File: src/rtl/alu_pkg.sv
package alu_pkg;

  typedef enum logic [2:0] {
    OP_ADD  = 3'b000,
    OP_SUB  = 3'b001,
    OP_DEC  = 3'b010,
    OP_AND  = 3'b011,
    OP_OR   = 3'b100,
    OP_NOT  = 3'b101,
    OP_RSV6 = 3'b110,
    OP_RSV7 = 3'b111
  } alu_op_e;

  typedef struct packed {
    logic ovf;
    logic sign;
    logic parity;
    logic gt;
    logic zero;
    logic carry;
  } alu_flags_t;

  localparam int FLAG_BITS = $bits(alu_flags_t);

  function automatic logic op_is_arith(alu_op_e op);
    return (op == OP_ADD) || (op == OP_SUB) || (op == OP_DEC);
  endfunction

  function automatic logic op_is_logic(alu_op_e op);
    return (op == OP_AND) || (op == OP_OR) || (op == OP_NOT);
  endfunction

endpackage

File: src/rtl/alu_arith.sv
module alu_arith
  import alu_pkg::*;
#(
  parameter int WIDTH = 16
) (
  input  logic             clk,
  input  logic             rst_n,
  input  logic [WIDTH-1:0] a,
  input  logic [WIDTH-1:0] b,
  input  alu_op_e          op,
  output logic [WIDTH-1:0] res,
  output logic             cb,
  output logic             ovf
);

  localparam int MSB = WIDTH - 1;

  // Full adder of the W-bit operands plus carry-in; returns {cout, sum}.
  function automatic logic [WIDTH:0] add_ext(logic [WIDTH-1:0] x,
                                             logic [WIDTH-1:0] z,
                                             logic cin);
    return {1'b0, x} + {1'b0, z} + {{WIDTH{1'b0}}, cin};
  endfunction

  // Signed overflow from operand and result signs.
  function automatic logic sgn_ovf(logic sx, logic sz, logic sr);
    return (sx == sz) && (sr != sx);
  endfunction

  logic [WIDTH-1:0] opnd2;
  logic             cin;
  logic [WIDTH:0]   sum_ext;
  logic             cout_raw;
  logic             is_borrow_op;
  logic             arith_act;

  always_comb begin
    unique case (op)
      OP_SUB:  begin opnd2 = ~b;              cin = 1'b1; end
      OP_DEC:  begin opnd2 = {WIDTH{1'b1}};   cin = 1'b0; end
      default: begin opnd2 = b;               cin = 1'b0; end
    endcase
  end

  assign sum_ext      = add_ext(a, opnd2, cin);
  assign cout_raw     = sum_ext[WIDTH];
  assign res          = sum_ext[WIDTH-1:0];
  assign is_borrow_op = (op == OP_SUB) || (op == OP_DEC);
  assign arith_act    = op_is_arith(op);

  always_comb begin
    if (!arith_act) begin
      cb  = 1'b0;
      ovf = 1'b0;
    end else begin
      cb  = is_borrow_op ? ~cout_raw : cout_raw;
      ovf = sgn_ovf(a[MSB], opnd2[MSB], res[MSB]);
    end
  end

  // sum and carry against a widened addition
  p_add_sum_r1: assert property (@(posedge clk) disable iff (!rst_n)
    (op == OP_ADD) |-> ({cb, res} == ({1'b0, a} + {1'b0, b})));

  // borrow tracks the unsigned order of the operands
  p_sub_borrow_r2: assert property (@(posedge clk) disable iff (!rst_n)
    (op == OP_SUB) |-> (cb == (a < b)));

  // decrement borrows only from zero
  p_dec_borrow_r3: assert property (@(posedge clk) disable iff (!rst_n)
    (op == OP_DEC) |-> ((cb == (a == '0)) && ((res + 1'b1) == a)));

  // overflow confined to arithmetic codes
  p_no_overflow_r10: assert property (@(posedge clk) disable iff (!rst_n)
    !arith_act |-> !ovf);

endmodule

File: src/rtl/alu_logic.sv
module alu_logic
  import alu_pkg::*;
#(
  parameter int WIDTH = 16
) (
  input  logic             clk,
  input  logic             rst_n,
  input  logic [WIDTH-1:0] a,
  input  logic [WIDTH-1:0] b,
  input  alu_op_e          op,
  output logic [WIDTH-1:0] res
);

  always_comb begin
    unique case (op)
      OP_AND:  res = a & b;
      OP_OR:   res = a | b;
      OP_NOT:  res = ~a;
      default: res = '0;
    endcase
  end

  // complement shares no set bit with A and covers all others
  p_not_cover_r5: assert property (@(posedge clk) disable iff (!rst_n)
    (op == OP_NOT) |-> (((res & a) == '0) && ((res | a) == '1)));

  // AND result is a subset of both operands, OR a superset
  p_and_or_r4: assert property (@(posedge clk) disable iff (!rst_n)
    ((op == OP_AND) |-> (((res & ~a) == '0) && ((res & ~b) == '0))) and
    ((op == OP_OR)  |-> (((a & ~res) == '0) && ((b & ~res) == '0))));

  // reserved codes yield zero
  p_reserved_zero_r6: assert property (@(posedge clk) disable iff (!rst_n)
    ((op == OP_RSV6) || (op == OP_RSV7)) |-> ($countones(res) == 0));

endmodule

File: src/rtl/alu_flags.sv
module alu_flags
  import alu_pkg::*;
#(
  parameter int WIDTH = 16
) (
  input  logic             clk,
  input  logic             rst_n,
  input  logic [WIDTH-1:0] a,
  input  logic [WIDTH-1:0] b,
  input  logic [WIDTH-1:0] y,
  input  logic             cb,
  input  logic             ovf,
  output alu_flags_t       flags
);

  localparam int PAR_W = (WIDTH < 8) ? WIDTH : 8;

  function automatic logic even_ones(logic [PAR_W-1:0] v);
    return ~(^v);
  endfunction

  logic [PAR_W-1:0] par_bits;
  assign par_bits = y[PAR_W-1:0];

  always_comb begin
    flags.carry  = cb;
    flags.zero   = (y == '0);
    flags.gt     = (a > b);
    flags.parity = even_ones(par_bits);
    flags.sign   = y[WIDTH-1];
    flags.ovf    = ovf;
  end

  // zero agrees with the population count of the result
  p_zero_r7: assert property (@(posedge clk) disable iff (!rst_n)
    flags.zero == ($countones(y) == 0));

  // gt excludes equality and the reverse order
  p_gt_order_r8: assert property (@(posedge clk) disable iff (!rst_n)
    flags.gt |-> ((a != b) && !(b > a)));

  // parity from a bit count of the low byte
  p_parity_r9: assert property (@(posedge clk) disable iff (!rst_n)
    flags.parity == ($countones(par_bits) % 2 == 0));

endmodule

File: src/rtl/alu_flag_reg.sv
module alu_flag_reg
  import alu_pkg::*;
#(
  parameter bit REG_FLAGS = 1'b1
) (
  input  logic       clk,
  input  logic       rst_n,
  input  logic       en,
  input  alu_flags_t d,
  output alu_flags_t q
);

  generate
    if (REG_FLAGS) begin : g_reg
      alu_flags_t q_r;
      always_ff @(posedge clk or negedge rst_n) begin
        if (!rst_n)  q_r <= '0;
        else if (en) q_r <= d;
      end
      assign q = q_r;

      // load on enable
      p_load_r11: assert property (@(posedge clk) disable iff (!rst_n)
        ($past(rst_n) && $past(en)) |-> (q == $past(d)));

      // hold without enable
      p_hold_r11: assert property (@(posedge clk) disable iff (!rst_n)
        ($past(rst_n) && !$past(en)) |-> $stable(q));
    end else begin : g_wire
      assign q = d;
    end
  endgenerate

endmodule

File: src/rtl/fn_alu.sv
module fn_alu
  import alu_pkg::*;
#(
  parameter int WIDTH     = 16,
  parameter bit REG_FLAGS = 1'b1
) (
  input  logic             clk,
  input  logic             rst_n,
  input  logic [WIDTH-1:0] op_a,
  input  logic [WIDTH-1:0] op_b,
  input  logic [2:0]       fsel,
  input  logic             flag_en,
  output logic [WIDTH-1:0] y,
  output logic             carry,
  output logic             zero,
  output logic             gt,
  output logic             parity,
  output logic             sign,
  output logic             ovf,
  output logic [5:0]       flag_q
);

  alu_op_e          op;
  logic [WIDTH-1:0] arith_res;
  logic [WIDTH-1:0] logic_res;
  logic             arith_cb;
  logic             arith_ovf;
  logic             sel_arith;
  alu_flags_t       flags_c;
  alu_flags_t       flags_r;

  assign op        = alu_op_e'(fsel);
  assign sel_arith = op_is_arith(op);

  alu_arith #(.WIDTH(WIDTH)) u_arith (
    .clk(clk), .rst_n(rst_n), .a(op_a), .b(op_b), .op(op),
    .res(arith_res), .cb(arith_cb), .ovf(arith_ovf)
  );

  alu_logic #(.WIDTH(WIDTH)) u_logic (
    .clk(clk), .rst_n(rst_n), .a(op_a), .b(op_b), .op(op),
    .res(logic_res)
  );

  assign y = sel_arith ? arith_res : logic_res;

  alu_flags #(.WIDTH(WIDTH)) u_flags (
    .clk(clk), .rst_n(rst_n), .a(op_a), .b(op_b), .y(y),
    .cb(arith_cb), .ovf(arith_ovf), .flags(flags_c)
  );

  alu_flag_reg #(.REG_FLAGS(REG_FLAGS)) u_freg (
    .clk(clk), .rst_n(rst_n), .en(flag_en), .d(flags_c), .q(flags_r)
  );

  assign carry  = flags_c.carry;
  assign zero   = flags_c.zero;
  assign gt     = flags_c.gt;
  assign parity = flags_c.parity;
  assign sign   = flags_c.sign;
  assign ovf    = flags_c.ovf;
  assign flag_q = flags_r;

  // non-arithmetic codes never raise carry (R5, R6 share this)
  p_logic_carry_r4: assert property (@(posedge clk) disable iff (!rst_n)
    !sel_arith |-> !carry);

  // sign follows the result MSB at the port
  p_sign_r9: assert property (@(posedge clk) disable iff (!rst_n)
    sign == y[WIDTH-1]);

endmodule

File: config.mk
export PLATFORM = sky130hd
export DESIGN_NAME = fn_alu
export DESIGN_NICKNAME = d
export VERILOG_FILES = /design/src/rtl/alu_pkg.sv /design/src/rtl/alu_arith.sv /design/src/rtl/alu_logic.sv /design/src/rtl/alu_flags.sv /design/src/rtl/alu_flag_reg.sv /design/src/rtl/fn_alu.sv
export SDC_FILE = /design/constraint.sdc
export NUM_CORES = 1
export LEC_CHECK = 0
export BUFFER_PORTS_ARGS = -buffer_cell sky130_fd_sc_hd__buf_4
export CORE_MARGIN = 1
export CORE_UTILIZATION = 45
export CTS_BUF_LIST = sky130_fd_sc_hd__clkbuf_8
export DETAILED_ROUTE_END_ITERATION = 16
export MAX_ROUTING_LAYER = met4
export PLACE_DENSITY = 0.68
export SYNTH_ARGS = -nofsm -noshare
export SYNTH_HDL_FRONTEND = slang
export SYNTH_SLANG_ARGS = --single-unit
File: constraint.sdc
create_clock -name clk -period 4.75 [get_ports clk]
set_input_delay 0.2375 -clock clk [delete_from_list [all_inputs] [get_ports clk]]
set_output_delay 0.2375 -clock clk [all_outputs]
set_load 0.05 [all_outputs]
# --- Word-level counts from Yosys, hierarchy flattened ---
# Index checks and enable logic that the tools add are counted.
word_totals:
  reg_bits: 6
  romBits: 0
  mem_bits_rw: 0
  mem_count: 0
  latch_bits: 0
  word_cells: 36
classes:
  eq_ne: 7
  n_shift: 0
  n_mul: 0
  mux: 7
  n_lt_le_gt_ge: 1
  bitwise: 6
  n_reduce_logical: 7
  div: 0
  addsub: 2
op_table:
  columns: ["op", "count"]
  rows:
  - ["16-bit case mux with 3 select lines", 1]
  - ["16-bit NOT", 2]
  - ["16-bit case mux with 2 select lines", 1]
  - ["16-bit by 16-bit adder with 17-bit output", 1]
  - ["17-bit by 1-bit adder with 17-bit output", 1]
  - ["16-bit bitwise AND", 1]
  - ["16-bit greater-than comparator", 1]
  - ["16-bit logical NOT", 1]
  - ["16-bit two-way mux", 1]
  - ["16-bit bitwise OR", 1]
  - ["8-bit XOR reduction", 1]
  - ["3-bit by 2-bit equality test with 1-bit output, second input constant", 2]
  - ["3-bit equality test, second input constant", 2]
  - ["1-bit two-way mux", 4]
  - ["3-bit by 1-bit equality test with 1-bit output, second input constant", 1]
  - ["3-bit logical NOT", 1]
  - ["1-bit logical OR", 3]
  - ["1-bit NOT", 2]
  - ["1-bit equality test", 1]
  - ["1-bit logical AND", 1]
  - ["1-bit != test", 1]

# --- Depth between registers and ports, before layout ---
# Gate-level depths: netlist of the first run.
depth:
  depth_word: 7
  ltp_mapped: 19

# --- Modules after synthesis ---
# From an unflattened synthesis of the first run, not the netlist that was laid out.
unflattened:
  hier_cells: 352
  hier_area_um2: 2678.8
modules_own_cells:
  columns: ["mod", "instances", "area_per_inst_um2", "cells_per_inst", "seq_area_each_um2"]
  rows:
  - ["alu_arith", 1, 1096.1, 167, 0.0]
  - ["alu_flags", 1, 566.8, 78, 0.0]
  - ["alu_logic", 1, 510.5, 76, 0.0]
  - ["fn_alu", 1, 254.0, 18, 0.0]
  - ["alu_flag_reg", 1, 251.5, 13, 150.1]

# --- Worst setup path after synthesis of the first run ---
# OpenSTA, ideal clock, no wires.
synth_timing:
  kind: "input to output"
  start: "input fsel[1]"
  end: "output zero"
  t_arrival_ns: 5.112
  path_stages: 18
  slack_ns: -0.599
  n_path_buf: 2
  required_time_ns: 4.513
  path_cell_list: "clkbuf_1 -> nand2b_1 -> or2_2 -> clkbuf_1 -> nand2_1 -> o21ai_0 -> fa_1 -> fa_1 -> a21o_1 -> a221oi_2 -> xnor2_1 -> a221oi_1 -> ha_1 -> and4_1 -> nand3_1 -> a2111o_1 -> or4_4 -> nor3_1"
synth_between:
  elab_chain_cells: 6
  word_cells_on_any_way: 15
  classes_between: "2 x add/sub; 5 x eq/ne; 4 x mux; 4 x reduce/logical"
synth_rtl:
  columns: ["item", "line_no", "source"]
  rows:
  - ["start: declaration", "fn_alu.sv:11", "input logic [2:0] fsel,"]
  - ["3-bit by 2-bit equality test with 1-bit output / 3-bit by 1-bit equality test with 1-bit output (equally long branches)", "alu_pkg.sv:26, alu_arith.sv:38", null]
  - ["16-bit case mux with 2 select lines", "alu_arith.sv:38", "unique case (op)"]
  - ["16-bit by 16-bit adder with 17-bit output", "alu_arith.sv:22", "return {1'b0, x} + {1'b0, z} + {{WIDTH{1'b0}}, cin};"]
  - ["17-bit by 1-bit adder with 17-bit output", "alu_arith.sv:22", null]
  - ["16-bit two-way mux *", "fn_alu.sv:45", "assign y = sel_arith ? arith_res : logic_res;"]
  - ["16-bit logical NOT *", "alu_flags.sv:27", "flags.zero = (y == '0);"]
  - ["end: declaration", "fn_alu.sv:15", "output logic zero,"]
# Mark *: on every way between the ends. The rest lies on a longest branch, timed or not.

# --- Worst setup path in the final report of the first run ---
# Same ends and word-level chain as after synthesis.

==> results.yml, run 1 <==
floorplanning:
  rows: 29
  io_pins: 66
  coreArea_mm2: 0.00631
  die_x_um: 82.6
  initial_core_util_pct: 46.4
  die_area_mm2: 0.00683
  fp.dieH_um: 82.6
sta:
  rsz0062_at_grt: "yes"
  finalHoldViolations: 0
  fin_hold_ws_ns: 0.285
  final.min_clock_period_ns: 4.58
  finalClockSkew_ns: 0
  setup_viol: 0
  maxSlewHeadroom_pct: 32.6
  report.final.slew_viol_count: 0
  fin_crit_sh_pct: 96.5
  worst_slew_pin_slew_ns: 1.01
  max_freq_ghz: 0.218
grt:
  overflow: 0
  grt_pass1_wl_um: 14600
  grt_max_degree: 25
  antenna_found_initial: 0
  grt_pass1_vias: 2972
  grtUsageTotal_pct: 29.1
cts:
  path_clk_slew_ns: 0.04
  cts_buffer_depth: 2
  clock-sinks: 6
  cts_root_buffer: "clkbuf_8"
  cts_tree: "done"
  post_cts_buffers: 0
  numCtsBuffers: 3
  clk_latency_ns: 0.22
  htree_levels: 1
logic_synthesis:
  synth_edf_count: 0
  ys.flop_type: "dfrtp_1"
  ys_seq_area_share_pct: 5.13
  syn_area_mm2: 0.00293
  synth_nets: 516
  synth_warnings: 0
  synth_cell_types: 64
  async_flop_share_pct: 100
  avgSynthCellArea_um2: 7.16
  postSynthRegisterBits: 6
  postSynthCellCount: 409
power:
  power.density_mw_per_mm2: 229
  finalPower_uw: 816
  p_leak_uw: 0.00187
  ir_drop_uv: 348
route:
  dr.pass1.iters: 4
  drt-vias-per-instance: 5.89
  drt-total-wl_um: 9080
  drc: 0
  drtIter0Drc: 214
  ant_nets: 0
  wire_per_inst_um: 16.6
  num_vias: 3214
cells_and_area:
  drive_gt1_share_pct: 21.5
  n_fill_cell: 645
  fin_area_mm2: 0.00357
  largest_reg_flops: 6
  nNetsFinal: 578
  area_growth_pct: 22.0
  regArea_um2: 150
  multi_input_area_mm2: 0.00253
  final_cells: 546
  n_antenna_cell: 0
placement:
  hpwl_um: 7260
  place_area_mm2: 0.00350
  routabilityCongestion: 0.902
  dp_cells: 542
  port_buffers: 65
critical_path:
  worstPathRequired_ns: 4.51
  crit_type: "input port to primary output"
  slowest_delay_ns: 0.45
  cp-start-kind: "input port"
  r2r_slack_ns: 3.82
  endpoint_kind: "primary output"
  cp_slowest_cell: "or4_4"
  worst_ep_arrival_time_ns: 4.35
  path_cells: "buf_4 -> nand2b_2 -> or2_2 -> nand2_1 -> o21ai_0 -> fa_2 -> fa_2 -> a21o_1 -> a221oi_2 -> xnor2_1 -> a221oi_2 -> ha_1 -> and4_1 -> nand3_1 -> a2111o_1 -> or4_4 -> nor3_2 -> buf_6"
  crit_fanout: 4
min_path:
  hold_path.class: "input port to flip-flop"
status:
  status: "completed"
flow_run:
  cap_viol_max_count: 0
[cells in the final DEF, fill, tap and decap left out, drive strengths merged, types with 4 or more instances in the layout]
master,count
nor4,4
nor2,26
ha,67
nand2,44
o21bai,4
nor2b,7
o221ai,5
dfrtp,6
nand2b,8
o21ai,33
nand3,12
and3,4
xnor2,9
nor3,6
a21o,9
mux2,4
inv,52
o2bb2ai,4
buf,73
a21oi,29
a221oi,6
[cells by family (layout without fill, tap and decap cells)]
kind of cell	Yosys count	in the layout	share of synthesized area [%]
and+or+nand+nor	128	128	21.4
muxes	7	7	2.57
AOI/OAI and AO/OA	119	119	28.3
adders and majority gates	69	69	30.0
buffers and inverters	69	129	9.32
DFF	6	6	5.13
xor gates and xnor gates	11	11	3.29
[repair_timing]
action	4_1_cts	5_1_grt
resized for setup	0	7
setup endpoints to repair	0	1
hold buffers	1	0
hold endpoints to repair	6	0
[report_power, final]
group	total, µW	internal, µW	switching [µW]
clock	76.7	54.5	22.2
combinational	673	239	434
sequential	66.5	61.4	5.13
[critical path: cells and delay by family]
| kind | cells | cell delay, ns |
|---|---|---|
| adder cells (fa/ha/maj) | 3 | 0.92 |
| AND/OR/NAND/NOR | 7 | 1.47 |
| buffers and inverters | 2 | 0.31 |
| AO/OA/AOI/OAI | 5 | 1.26 |
| XOR/XNOR | 1 | 0.14 |
[area by class of cell]
| class | count | area share (%) |
|---|---|---|
| Timing Repair Buffer | 74 | 15.7 |
| Clock buffer | 3 | 1.16 |
| Inverter | 52 | 5.47 |
| Sequential cell | 6 | 4.20 |
| Multi-Input combinational cell | 334 | 70.7 |
| Tap cell | 77 | 2.70 |
[final timing paths]
kind / startpoint / endpoint / depth (start not counted)
max: fsel[1] / zero / 18
min: flag_en / u_freg.q[1] / 2
max reg2reg: u_freg.q[0] / u_freg.q[0] / 3
min reg2reg: u_freg.q[4] / u_freg.q[4] / 1
max in group asynchronous: rst_n / u_freg.q[3] / 2
min in group asynchronous: rst_n / u_freg.q[4] / 2
[synth_stat cells (3+ instances only)]
library cell  instances  share of area [%]
ha_1                 67                 29
inv_1                52                6.7
nand2_1              44                5.6
o21ai_0              33                5.6
a21oi_1              27                4.6
nor2_1               26                3.3
clkbuf_1             12                1.5
nand3_1              12                2.1
a21o_1                9                2.3
xnor2_1               9                2.7
nand2b_1              8                1.7
nor2b_1               7                1.5
dfrtp_1               6                5.1
nor3_1                6                1.0
a221oi_1              5                1.5
mux2_2                4                1.5
nor4_1                4               0.85
o21bai_1              4                1.0
o221ai_1              4                1.2
o2bb2ai_1             4                1.2
a211oi_1              3               0.77
a221o_1               3                1.0
and2_1                3               0.64
mux2i_1               3                1.0
o21a_1                3               0.77
o22ai_1               3               0.64
[stage by stage]
| step | TNS (ns) | util (%) | setup WS, ns |
|---|---|---|---|
| after floorplan | -0.169 | - | -0.169 |
| after global placement | 0 | 55.4 | 0.173 |
| after detailed placement | 0 | 55.4 | 0.0716 |
| after CTS | 0 | 56.2 | 0.0510 |
| after global routing | -0.0468 | 56.6 | -0.0468 |
| final | 0 | 56.6 | 0.166 |
[metal layers]
metal / vias up / share of wire, % / global-route usage, %
li1: 1569 / - / -
met1: 1496 / 49 / 42.6
met2: 134 / 43 / 43.9
met3: 15 / 6.5 / 1.21
met4: 0 / 1.6 / 6.38
met5: - / 0 / -
Note: power is estimated with default switching activity, not from simulation.
==> inputs of run 2 (changes only) <==
ABC_AREA = 1   (was not set)
==> run 2 against run 1 <==
Combinational power fell by 9.7%. Non-clock buffer count down 5. Synthesized area decreased by 1.6%. Power down 8.3%. Die area shrank 1.6%. Sequential power is 3% lower. Global-route usage shrank 2.4 points. First-iteration DRC count shrank 20%. Count of clock-buffer cells in the layout did not move. Sequential share of layout area grew 0.092 points.
==> results.yml, run 2 <==
status:
  status: "completed"
route:
  drt-vias-per-instance: 5.16
  num_vias: 3216
  drt-total-wl_um: 8400
  wire_per_inst_um: 13.5
  dr.pass1.iters: 6
  drc: 0
  ant_nets: 0
  drtIter0Drc: 172
grt:
  overflow: 0
  grt_max_degree: 17
  antenna_found_initial: 0
  grt_pass1_vias: 2871
  grt_pass1_wl_um: 13500
  grtUsageTotal_pct: 26.7
sta:
  setup_viol: 0
  worst_slew_pin_slew_ns: 0.782
  report.final.slew_viol_count: 0
  fin_crit_sh_pct: 91.1
  max_freq_ghz: 0.231
  finalClockSkew_ns: 0
  fin_hold_ws_ns: 0.255
  final.min_clock_period_ns: 4.33
  fin_setup_tns_ns: 0
  maxSlewHeadroom_pct: 47.3
  finalHoldViolations: 0
  fin_ws_ns: 0.421
  rsz0062_at_grt: "no"
critical_path:
  critPathBufInv: 4
  cp_slowest_cell: "fa_1"
  worst_ep_arrival_time_ns: 4.09
  r2r_slack_ns: 4.12
  endpoint_kind: "primary output"
  cp-start-kind: "input port"
  slowest_delay_ns: 0.52
  crit_type: "input port to primary output"
  critical-path-top-delay-family: "simple AND/OR/NAND/NOR gates"
  crit_fanout: 16
  path_cells: "buf_4 -> nor3_1 -> inv_1 -> nand2_1 -> o21ai_0 -> fa_1 -> fa_1 -> nand2_1 -> nand3_1 -> a21oi_1 -> nor2_1 -> nand2_1 -> nand4_1 -> inv_1 -> ha_1 -> nand4_1 -> nor2_1 -> nand3_1 -> nor2_1 -> and2_1 -> buf_4"
  worstPathRequired_ns: 4.51
flow_run:
  cap_viol_max_count: 0
floorplanning:
  initial_core_util_pct: 47.5
  fp.dieH_um: 82.0
  die_x_um: 82.0
  io_pins: 66
  die_area_mm2: 0.00672
  rows: 28
  coreArea_mm2: 0.00606
cts:
  cts_root_buffer: "clkbuf_8"
  clock-sinks: 6
  htree_levels: 1
  cts_resized: 0
  post_cts_buffers: 0
  clk_latency_ns: 0.22
  cts_buffer_depth: 2
  hold_buffers: 1
  cts_tree: "done"
  path_clk_slew_ns: 0.04
  numCtsBuffers: 3
power:
  p_clk_share_pct: 10.2
  power.net_switching_uw: 437
  pwr-share-comb_pct: 81.2
  p_seq_share_pct: 8.7
  p_leak_uw: 0.00213
  power.density_mw_per_mm2: 214
  p_int_uw: 312
  swShare_pct: 58.4
  ir_drop_uv: 306
logic_synthesis:
  async_flop_share_pct: 100
  yosysMostFrequentCell: "nand2_1"
  synth_warnings: 0
  syn_area_mm2: 0.00288
  ys.flop_type: "dfrtp_1"
  yosysTopAreaCell: "ha_1"
  postSynthCellCount: 483
  synth_nets: 590
  synth_area_leaders: "ha_1 (29%), nand2_1 (18%), inv_1 (12%), dfrtp_1 (5.2%), a21oi_1 (4.7%)"
  postSynthRegisterBits: 6
  synth_cell_types: 34
  synth_edf_count: 0
  avgSynthCellArea_um2: 5.96
  yosysTopAreaCellShare_pct: 29.1
  synthTopCellsByCount: "nand2_1 (137), inv_1 (92), ha_1 (67), nor2_1 (28)"
  ys_seq_area_share_pct: 5.22
placement:
  routabilityCongestion: 0.938
  pre_cts_slack_ns: 0.491
  port_buffers: 65
  place_area_mm2: 0.00344
  hpwl_um: 7230
cells_and_area:
  fin_util_pct: 57.7
  drive_gt1_share_pct: 17.3
  n_fill_cell: 650
  n_antenna_cell: 0
  area_growth_pct: 21.4
  final_cell_mix: "nand2_1 (137), inv_1 (92), buf_4 (68)"
  fin_area_mm2: 0.00349
  largest_reg_flops: 6
  nNetsFinal: 657
  final_common_cell: "nand2_1"
min_path:
  hold_path.class: "input port to flip-flop"
## run 2: cell count changes after synthesis, sizes merged, moves of 5 or more
cell | before | now
nand2b | 8 | 0
nor2 | 26 | 34
clkbuf | 12 | 2
nor2b | 7 | 0
nand4 | 2 | 11
inv | 52 | 94
o22ai | 3 | 8
a21o | 9 | 0
a221oi | 6 | 1
xnor2 | 9 | 3
nand2 | 44 | 142
nand3 | 12 | 29
o21ai | 33 | 25
## run 2: worst paths after layout
path | start | end | depth (start not counted)
max | fsel[1] | zero | 21
min | flag_en | u_freg.q[3] | 3
max reg2reg | u_freg.q[4] | u_freg.q[4] | 2
min reg2reg | u_freg.q[2] | u_freg.q[2] | 2
max in group asynchronous | rst_n | u_freg.q[1] | 2
min in group asynchronous | rst_n | u_freg.q[3] | 2
## run 2: layout make-up
type / instances / area, µm² / area share (%)
inverter: 94 / 353 / 10.1
clock buffer: 3 / 41.3 / 1.18
sequential: 6 / 150 / 4.30
tap: 75 / 93.8 / 2.69
timing repair buffer: 69 / 520 / 14.9
multi-input combinational: 376 / 2340 / 66.8
## run 2: kinds of logic (layout without fill, tap and decap cells)
logic type	after synthesis	after routing	synth area share (%)
AO/OA/AOI/OAI	70	70	13.6
XOR/XNOR	3	3	0.913
adder cells (fa/ha/maj)	69	69	30.5
buffers and inverters	101	166	13.6
flip-flops	6	6	5.21
AND/OR/NAND/NOR	234	234	36.2
## run 2: worst min-delay path, stage by stage
cell and delay [ns]:
buf_4 0.11, nand2_1 0.05, nand2_1 0.05
## run 2: power groups by stage
stage,logic (µW),clock network [µW],registers [µW]
after floorplan,390,0,94.9
after global placement,598,0,65.2
after detailed placement,603,0,65.7
after CTS,606,78.4,65.1
after global routing,665,78.9,66.1
final,608,76.2,64.8
## run 2: per-layer routing
layer | vias up | GRT usage [%] | part of all wire (%)
li1 | 1676 | - | -
met2 | 103 | 42.4 | 43
met1 | 1434 | 38.1 | 51
met4 | 0 | 2.28 | 0.36
met3 | 3 | 1.67 | 5.6
met5 | - | - | 0
## run 2: metrics by stage
stage,instances,total power (µW)
CTS,623,749
detailed placement,619,668
finish,623,749
floorplan,483,485
global route,623,810
global placement,619,663
